--- src/rtl/cps_pkg.sv ---
`timescale 1ns/1ps
package cps_pkg;
  localparam int PIN_W    = 16;
  localparam int LAST_BIT = 0;
  localparam int TA_BIT   = 2;
  localparam int LOOP_BIT = 7;
  localparam int REP_LSB  = 8;
  localparam int WAEN_BIT = 12;
  localparam int PIN_LSB  = 16;

  localparam int ENTRY_SINGLE_RD = 0;
  localparam int ENTRY_BURST_RD  = 8;
  localparam int ENTRY_SINGLE_WR = 24;
  localparam int ENTRY_BURST_WR  = 32;

  localparam logic [1:0] OP_LOAD = 2'b01;

  typedef enum logic [1:0] {SEQ_IDLE, SEQ_RUN, SEQ_DRAIN} seq_state_e;

  typedef struct packed {
    logic emitWord;
    logic parkPins;
    logic taOn;
    logic ramWr;
  } seq_strobe_t;

  typedef struct packed {
    logic       last;
    logic       ta;
    logic       loopMark;
    logic [1:0] rep;
    logic       waitEn;
  } word_ctl_t;
endpackage

--- src/rtl/cps_datapath.sv ---
`timescale 1ns/1ps
module cps_datapath import cps_pkg::*; #(
  parameter int DEPTH = 64,
  parameter int LOOP_W = 4,
  parameter logic [PIN_W-1:0] IDLE_PINS = 16'hFFFF,
  localparam int ADDR_W = $clog2(DEPTH)
) (
  input  logic              clk,
  input  logic              rstN,
  input  logic              regWrEn,
  input  logic              regSel,
  input  logic [31:0]       regWrData,
  input  logic              waitIn,
  input  seq_strobe_t       strb,
  input  logic [ADDR_W-1:0] pc,
  output word_ctl_t         ctl,
  output logic              waitSync,
  output logic              modeProg,
  output logic [LOOP_W-1:0] rdLoop,
  output logic [LOOP_W-1:0] wrLoop,
  output logic [PIN_W-1:0]  pinOut,
  output logic              taOut
);
  logic [31:0]       patRam [DEPTH];
  logic [31:0]       curWord;
  logic [31:0]       dataReg;
  logic [ADDR_W-1:0] loadPtr;
  logic [1:0]        opReg;
  logic              waitMeta;
  logic              unusedWordBits;

  assign curWord = patRam[pc];
  assign ctl.last     = curWord[LAST_BIT];
  assign ctl.ta       = curWord[TA_BIT];
  assign ctl.loopMark = curWord[LOOP_BIT];
  assign ctl.rep      = curWord[REP_LSB +: 2];
  assign ctl.waitEn   = curWord[WAEN_BIT];
  assign unusedWordBits = ^{curWord[15:13], curWord[11:10], curWord[6:3], curWord[1]};
  assign modeProg = (opReg == OP_LOAD);

  // pattern store: written only through the load strobe
  always_ff @(posedge clk) begin
    if (strb.ramWr) patRam[loadPtr] <= dataReg;
  end

  always_ff @(posedge clk) begin
    if (!rstN) begin
      opReg   <= '0;
      rdLoop  <= '0;
      wrLoop  <= '0;
      dataReg <= '0;
      loadPtr <= '0;
    end else begin
      if (regWrEn && !regSel) begin
        opReg   <= regWrData[1:0];
        rdLoop  <= regWrData[4 +: LOOP_W];
        wrLoop  <= regWrData[8 +: LOOP_W];
        loadPtr <= regWrData[16 +: ADDR_W];
      end else if (strb.ramWr) begin
        loadPtr <= loadPtr + 1'b1;
      end
      if (regWrEn && regSel) dataReg <= regWrData;
    end
  end

  // two-stage synchronizer for the external wait
  always_ff @(posedge clk) begin
    if (!rstN) begin
      waitMeta <= 1'b0;
      waitSync <= 1'b0;
    end else begin
      waitMeta <= waitIn;
      waitSync <= waitMeta;
    end
  end

  always_ff @(posedge clk) begin
    if (!rstN) begin
      pinOut <= IDLE_PINS;
      taOut  <= 1'b0;
    end else if (strb.emitWord) begin
      pinOut <= curWord[PIN_LSB +: PIN_W];
      taOut  <= strb.taOn;
    end else if (strb.parkPins) begin
      pinOut <= IDLE_PINS;
      taOut  <= 1'b0;
    end
  end
endmodule

--- src/rtl/cps_ctrl.sv ---
`timescale 1ns/1ps
module cps_ctrl import cps_pkg::*; #(
  parameter int DEPTH = 64,
  parameter int LOOP_W = 4,
  localparam int ADDR_W = $clog2(DEPTH)
) (
  input  logic              clk,
  input  logic              rstN,
  input  logic              reqValid,
  input  logic [1:0]        reqType,
  input  logic              retryIn,
  input  word_ctl_t         ctl,
  input  logic              waitSync,
  input  logic              modeProg,
  input  logic [LOOP_W-1:0] rdLoop,
  input  logic [LOOP_W-1:0] wrLoop,
  output logic [ADDR_W-1:0] pc,
  output seq_strobe_t       strb,
  output logic              busy
);
  seq_state_e        state;
  logic [1:0]        repCnt;
  logic              inLoop;
  logic              retryPend;
  logic              prevWaen;
  logic [ADDR_W-1:0] loopStart;
  logic [ADDR_W-1:0] entryPc;
  logic [ADDR_W-1:0] nextPc;
  logic [LOOP_W-1:0] loopLeft;
  logic [LOOP_W-1:0] loopInit;
  logic              stall;
  logic              retryNow;

  function automatic logic [ADDR_W-1:0] entryFor(input logic [1:0] kind);
    case (kind)
      2'd0:    return ADDR_W'(ENTRY_SINGLE_RD);
      2'd1:    return ADDR_W'(ENTRY_SINGLE_WR);
      2'd2:    return ADDR_W'(ENTRY_BURST_RD);
      default: return ADDR_W'(ENTRY_BURST_WR);
    endcase
  endfunction

  assign stall    = prevWaen && waitSync;
  assign retryNow = retryPend || retryIn;
  assign nextPc   = pc + 1'b1;
  assign busy     = (state != SEQ_IDLE);

  always_comb begin
    strb.emitWord = (state == SEQ_RUN);
    strb.parkPins = (state == SEQ_DRAIN);
    strb.taOn     = ctl.ta && !retryNow && !stall;
    strb.ramWr    = (state == SEQ_IDLE) && reqValid && modeProg;
  end

  always_ff @(posedge clk) begin
    if (!rstN) begin
      state     <= SEQ_IDLE;
      pc        <= '0;
      entryPc   <= '0;
      repCnt    <= '0;
      inLoop    <= 1'b0;
      loopStart <= '0;
      loopLeft  <= '0;
      loopInit  <= '0;
      retryPend <= 1'b0;
      prevWaen  <= 1'b0;
    end else begin
      case (state)
        SEQ_IDLE: begin
          if (reqValid && !modeProg) begin
            state     <= SEQ_RUN;
            pc        <= entryFor(reqType);
            entryPc   <= entryFor(reqType);
            loopInit  <= reqType[0] ? wrLoop : rdLoop;
            loopLeft  <= reqType[0] ? wrLoop : rdLoop;
            inLoop    <= 1'b0;
            repCnt    <= '0;
            retryPend <= 1'b0;
            prevWaen  <= 1'b0;
          end
        end
        SEQ_RUN: begin
          retryPend <= retryNow;
          prevWaen  <= ctl.waitEn;
          if (!stall) begin
            if (repCnt != ctl.rep) begin
              repCnt <= repCnt + 2'd1;
            end else begin
              repCnt <= '0;
              if (ctl.last) begin
                if (retryNow) begin
                  pc        <= entryPc;
                  loopLeft  <= loopInit;
                  inLoop    <= 1'b0;
                  retryPend <= 1'b0;
                  prevWaen  <= 1'b0;
                end else begin
                  state <= SEQ_DRAIN;
                end
              end else if (ctl.loopMark && inLoop && (pc != loopStart)) begin
                if (loopLeft != '0) begin
                  loopLeft <= loopLeft - 1'b1;
                  pc       <= loopStart;
                end else begin
                  inLoop <= 1'b0;
                  pc     <= nextPc;
                end
              end else if (ctl.loopMark && !inLoop) begin
                inLoop    <= 1'b1;
                loopStart <= pc;
                pc        <= nextPc;
              end else begin
                pc <= nextPc;
              end
            end
          end
        end
        SEQ_DRAIN: state <= SEQ_IDLE;
        default:   state <= SEQ_IDLE;
      endcase
    end
  end
endmodule

--- src/rtl/cycle_pattern_seq.sv ---
`timescale 1ns/1ps
module cycle_pattern_seq import cps_pkg::*; #(
  parameter int DEPTH = 64,
  parameter int LOOP_W = 4,
  parameter logic [PIN_W-1:0] IDLE_PINS = 16'hFFFF,
  localparam int ADDR_W = $clog2(DEPTH)
) (
  input  logic             clk,
  input  logic             rstN,
  input  logic             regWrEn,
  input  logic             regSel,
  input  logic [31:0]      regWrData,
  input  logic             reqValid,
  input  logic [1:0]       reqType,
  input  logic             retryIn,
  input  logic             waitIn,
  output logic [PIN_W-1:0] pinOut,
  output logic             taOut,
  output logic             busy
);
  seq_strobe_t       strb;
  word_ctl_t         ctl;
  logic [ADDR_W-1:0] pc;
  logic              waitSync;
  logic              modeProg;
  logic [LOOP_W-1:0] rdLoop;
  logic [LOOP_W-1:0] wrLoop;

  cps_ctrl #(.DEPTH(DEPTH), .LOOP_W(LOOP_W)) u_ctrl (
    .clk(clk), .rstN(rstN), .reqValid(reqValid), .reqType(reqType),
    .retryIn(retryIn), .ctl(ctl), .waitSync(waitSync), .modeProg(modeProg),
    .rdLoop(rdLoop), .wrLoop(wrLoop), .pc(pc), .strb(strb), .busy(busy)
  );

  cps_datapath #(.DEPTH(DEPTH), .LOOP_W(LOOP_W), .IDLE_PINS(IDLE_PINS)) u_datapath (
    .clk(clk), .rstN(rstN), .regWrEn(regWrEn), .regSel(regSel),
    .regWrData(regWrData), .waitIn(waitIn), .strb(strb), .pc(pc), .ctl(ctl),
    .waitSync(waitSync), .modeProg(modeProg), .rdLoop(rdLoop), .wrLoop(wrLoop),
    .pinOut(pinOut), .taOut(taOut)
  );
endmodule

--- config.mk ---
export PLATFORM = sky130hd
export DESIGN_NAME = cycle_pattern_seq
export DESIGN_NICKNAME = d
export VERILOG_FILES = /design/src/rtl/cps_pkg.sv /design/src/rtl/cps_datapath.sv /design/src/rtl/cps_ctrl.sv /design/src/rtl/cycle_pattern_seq.sv
export SDC_FILE = /design/constraint.sdc
export NUM_CORES = 1
export LEC_CHECK = 0
export ABC_AREA = 1
export BUFFER_PORTS_ARGS = -buffer_cell sky130_fd_sc_hd__buf_2
export CAP_MARGIN = 20
export CORE_UTILIZATION = 30
export DETAILED_ROUTE_END_ITERATION = 8
export GPL_TIMING_DRIVEN = 0
export MAX_ROUTING_LAYER = met4
export PLACE_DENSITY_LB_ADDON = 0.1
export REMOVE_ABC_BUFFERS = 1
export SYNTH_ARGS = -nofsm -noshare
export SYNTH_HDL_FRONTEND = slang
export SYNTH_SLANG_ARGS = --single-unit
--- constraint.sdc ---
create_clock -name clk -period 5.17 [get_ports clk]
set_input_delay 0.2585 -clock clk [delete_from_list [all_inputs] [get_ports clk]]
set_output_delay 0.2585 -clock clk [all_outputs]
set_load 0.005 [all_outputs]
# Word level (Yosys, flattened, before mapping)
# Memory sizes are Yosys's and may differ from the RTL's. A register that Yosys moved wholly into a read port is not among the register bits.
# Index checks and enable logic that the tools add are counted.
# totals
reg_bits	100
ram_bits	2048
input_bits	41
output_inout_bits	18
wordCells	133
memories	1
# mem_list
memory	depth	word_bits	read_ports	rd_clocked_by_memory_dff	wr	line_no	text
u_datapath.patRam	64	32	1	1	1	cps_datapath.sv:24	logic [31:0] patRam [DEPTH];
# classes
addsub	4
eq_ne	17
mux	56
n_bitwise	4
reduce_logical	32
# op_table
operator	n
2-to-1 mux 6 bit	11
2-to-1 mux 16 bit	2
2-to-1 mux 4 bit	8
2-to-1 mux 1 bit	19
one-hot mux 6 bit (3 select lines)	1
2-to-1 mux 2 bit	8
AND reduction 7 bit	2
adder 6 x 1 -> 6 bit (second input constant)	2
one-hot mux 6 bit (2 select lines)	1
logical AND 1 bit	11
AND reduction 5 bit	2
!= test 2 bit (second input constant)	4
one-hot mux 2 bit (2 select lines)	2
one-hot mux 4 bit (2 select lines)	1
nonzero test 2 bit	4
== test 2 x 1 -> 1 bit (second input constant)	3
!= test 3 x 1 -> 1 bit (second input constant)	2
!= test 6 bit	1
one-hot mux 1 bit (2 select lines)	3
AND reduction 6 bit	1
zero test 1 bit	5
== test 2 bit (second input constant)	2
zero test 2 bit	2
!= test 4 x 1 -> 1 bit (second input constant)	1
11 further kinds	15

# Longest topological paths before layout
# logic_depth
ltp_word	9
mapped_depth	20
depth_no_buf	18

# Cells and area by module
# From an unflattened synthesis, not the netlist that was laid out.
# hier_totals
cells_unflattened	5249
hier_area_um2	60579.4
# modules_own_cells
mod	n_inst	cells_per_inst	area_per_inst_um2	seq_area_each_um2
cps_datapath	1	4971	58782.6	43421.6
cps_ctrl	1	278	1796.7	600.6

# Worst setup path before layout
# Ideal clock, no wire load.
# synth_path
path_kind	reg2reg
start	register u_ctrl.state[0]
end	memory u_datapath.patRam[56][0] (enable)
arrival_time_ps	3327
required_ps	4713
slack_ps	1387
stages_incl_launch_ff	8
n_path_buf	1
synth_period_minus_slack_ps	3783
cell_sequence	dfxtp_1 inv_1 ha_1 nand2_1 nor2_1 clkbuf_1 nand2_1 nor4_1
# synth_via
elab_chain_len	5
# synth_rtl
element	line_no	text
from (decl)	cps_ctrl.sv:21	seq_state_e state;
from (signal assigned)	cps_ctrl.sv:57	state <= SEQ_IDLE;
from (signal assigned)	cps_ctrl.sv:71	state <= SEQ_RUN;
from (signal assigned)	cps_ctrl.sv:98	state <= SEQ_DRAIN;
zero test 2 bit	cps_ctrl.sv:52	strb.ramWr = (state == SEQ_IDLE) && reqValid && modeProg;
logical AND 1 bit (2 in a row)	cps_ctrl.sv:52	
2-to-1 mux 1 bit	cps_datapath.sv:43	if (strb.ramWr) patRam[loadPtr] <= dataReg;
2-to-1 mux 1 bit (implied by the code)	cps_datapath.sv:43	
to (decl)	cps_datapath.sv:24	
# Every way passes these cells.

==> out/results.ini <==
[route]
antenna_left = 0
wl_per_cell_microns = 26.0
drtIter0Drc = 3150
via_per_inst = 5.08
wl_met1_microns = 91800
dr.pass1.iters = 7
top_layer = met4
wl_microns = 198000
wl_met2_microns = 93200
wl_met3_microns = 7400
route.vias.total = 38717
drc = 0

[critical_path]
crit_path_end_kind = flip-flop
worstPathRequired_ns = 5.85
worstPathArrival_ns = 5.50
path_max_fanout = 64
worstSetupStartpointType = flip-flop
crit_type = flip-flop to flip-flop

[worst_hold_path]
hp-class = input port to flip-flop

[floorplanning]
initial_core_util_pct = 30.2
core_sq_mm = 0.197
boundaryPins = 59
die-area_sq_mm = 0.200
die_width_microns = 447
die_h_microns = 447
rows = 163

[synthesis]
syn_inst = 4781
synth-seq-cells = 1501
syn_area_per_cell_sq_um = 12.4
synth_compound_area_share_pct = 11.1
synth-edff-count = 1408
synthSimpleGateAreaFrac_pct = 11.6
synth-main-ff-cell = edfxtp_1
synth_xor_area_share_pct = 0.177
synth_cell_type_count = 40
ys.warnings.count = 0
synth_area_sq_mm = 0.0595
async_flop_share_pct = 0
synth_fa_ha_area_share_pct = 0.168
synth_top_family_by_area = simple AND/OR/NAND/NOR gates
yosysSeqAreaShare_pct = 74.2
synthMuxAreaShare_pct = 0

[placement]
dp_hpwl_microns = 113000
io_buffers = 54
place_congestion = 0.754

[flow_run]
cap_viol_max_count = 0

[clock_tree]
tritoncts = yes
htreeDepth = 4
clockRootBuffer = clkbuf_16
cts_buffer_depth = 3
numCtsBuffers = 166
clkSinkCount = 1501
clk_pin_slew_ns = 0.05
clk_latency_ns = 0.82

[sta]
finalClockSkew_ns = 0.0276
fmax_ghz = 0.207
tightest_slew_ns = 1.09
setup_viol = 0
fin_crit_sh_pct = 93.2
holdWs_ns = 0.0795
slew_headroom_pct = 27.0
setup_tns_ns = 0
maxSlewViolCount = 0
finalHoldViolations = 0
rsz0062_at_grt = no
period_minus_slack_ns = 4.82

[grt]
antenna_found_initial = 3
grt_pass1_wl_microns = 282000
track_usage_pct = 20.1
grt_max_degree = 145
gr-total-overflow = 0
grt_pass1_vias = 37270

[power_and_ir_drop]
clkPwrFrac_pct = 32.0
power.share.combinational_pct = 28.8
p_int_mw = 23.0
powerDensity_mw_per_mm2 = 502
swShare_pct = 35.5
leakage_nw = 23.2
pwr-share-seq_pct = 39.2
peakVddDrop_uv = 328
p_switching_mw = 12.6

[final_layout]
area_delta_synth_final_pct = 19.3
nNetsFinal = 4908
nFillCells = 19085
drive_above_1_share_pct = 10.4

[outcome]
run_status = complete, no violations

cells by family (layout without fill, tap and decap cells):
kind of cell / Yosys count / in the layout
and+or+nand+nor: 1692 / 1692
DFF: 1501 / 1501
AOI/OAI and AO/OA: 1173 / 1173
buffers and inverters: 395 / 598
xor gates and xnor gates: 12 / 12
adders and majority gates: 8 / 8
other: 0 / 3
synthesized netlist by cell type (2+ instances only):
library cell     n  area [sq um]
o211ai_1        25           188
o21ai_1         29           145
clkinv_1         3          11.3
nand2_1        457          1720
a211oi_1         3          22.5
or2_2            3          18.8
a221oi_1         2          17.5
a21oi_1         42           210
nand3_1        310          1550
nor3_1           4          20.0
nor2_2           2          12.5
clkbuf_1       220           826
buf_2           70           350
o221ai_1        75           657
inv_2            5          18.8
nand3_2          2          20.0
or2_1           11          68.8
ha_1             8           100
dfxtp_1         93          1860
a31oi_1          4          25.0
buf_4           25           188
nand4_1         11          68.8
nand2_2          5          31.3
xnor2_1          3          26.3
nor2_1         876          3290
nor4_1           5          31.3
edfxtp_1      1408         42300
nand3b_1         2          15.0
xor2_1           9          78.8
o21ai_0        724          3620
inv_1           53           199
buf_1           18          67.6
o22ai_1        267          1670
critical path, stage by stage (launching register included):
cell and delay (ns):
dfxtp_4 0.49, buf_16 0.29, buf_16 0.28, buf_16 0.25
inv_16 0.14, buf_16 0.22, buf_16 0.19, buf_16 0.20
buf_16 0.22, buf_16 0.23, nand2_1 0.10, nand3_1 0.08
nand3_1 0.10, nand2_1 0.11, nand2_1 0.08, nand3_1 0.13
nand3_2 0.21, nand2_4 0.18, nand2_1 0.10, nand2_1 0.06
nor2_2 0.24, nand2_2 0.13, inv_2 0.16, nand2_1 0.08
nand2_1 0.06, nor2_1 0.07
power by group through the flow:
stage	logic, mW	registers (mW)	clock network, mW
2_1_floorplan	5.43	14.6	0
3_3_place_gp	6.23	15.2	0
3_5_place_dp	10.1	14.3	0
4_1_cts	10.3	14.0	11.7
5_1_grt	11.2	14.0	12.1
6_report	10.3	14.0	11.4
state kept, by name, indices dropped and copies added (netlist names), 2 cells and up, named ones only:
name / flops
u_ctrl.entryPc: 3
u_ctrl.loopInit: 4
u_ctrl.loopLeft: 4
u_ctrl.loopStart: 6
u_ctrl.pc: 6
u_ctrl.repCnt: 2
u_ctrl.state: 2
u_datapath.dataReg: 22
u_datapath.loadPtr: 6
u_datapath.opReg: 2
u_datapath.patRam: 1408
u_datapath.pinOut: 16
u_datapath.rdLoop: 4
u_datapath.wrLoop: 4
metrics by stage:
step	setup slack (ns)	cells	power, mW	instance area (sq um)	utilization, %
floorplan	-25.16	4447	20.0	58000	-
global placement	-86.30	7141	21.5	61600	31.2
detailed placement	-1.01	7276	24.3	65100	33.0
CTS	0.0139	7618	36.0	70800	35.9
global route	0.0578	7624	37.3	71000	36.0
finish	0.350	7627	35.6	71000	36.0
cell type report:
| class | instances | area, sq um | share of cell area [%] |
|---|---|---|---|
| inverters | 61 | 273 | 0.384 |
| clock buffers | 231 | 4420 | 6.23 |
| well taps | 2640 | 3300 | 4.65 |
| diodes | 3 | 7.51 | 0.0106 |
| repair buffers | 244 | 3890 | 5.48 |
| clock inverters | 62 | 667 | 0.940 |
| multi-input cells | 2885 | 14200 | 20.0 |
| flip-flops and latches | 1501 | 44200 | 62.3 |
final timing paths:
check / cells past startpoint / from / slack (ns) / end
worst max register to register: 25 / flip-flop / 0.35 / flip-flop
worst max-delay path: 25 / flip-flop / 0.35 / flip-flop
worst min register to register: 2 / u_datapath.waitMeta / 0.41 / u_datapath.waitSync
worst min-delay path: 5 / regSel / 0.08 / u_datapath.loadPtr[0]
layer usage:
metal	track usage (%)	up-vias
li1	-	17774
met1	27.2	19828
met2	31.7	860
met3	2.34	255
met4	6.24	0
met5	-	-
cells in the final DEF (no fill, tap or decap), types with 43 or more instances in the layout:
cell           synthesis  layout
buf_16                 0      67
buf_2                 70      54
clkbuf_1             220      64
clkbuf_16              0     170
dfxtp_1               93      65
dlygate4sd3_1          0      43
edfxtp_1            1408    1408
inv_1                 53      50
nand2_1              457     457
nand3_1              310     306
nor2_1               876     818
nor2_4                 1      59
o21ai_0              724     724
o221ai_1              75      75
o22ai_1              267     267
repair_timing:
| item | CTS | global route |
|---|---|---|
| hold endpoints to repair | 52 | 0 |
| buffers inserted | 0 | 1 |
| gates cloned | 6 | 3 |
| hold buffers | 43 | 0 |
| setup endpoints to repair | 42 | 29 |
| gates resized for setup | 8 | 3 |
No activity file was read; power rests on OpenSTA's default activity.
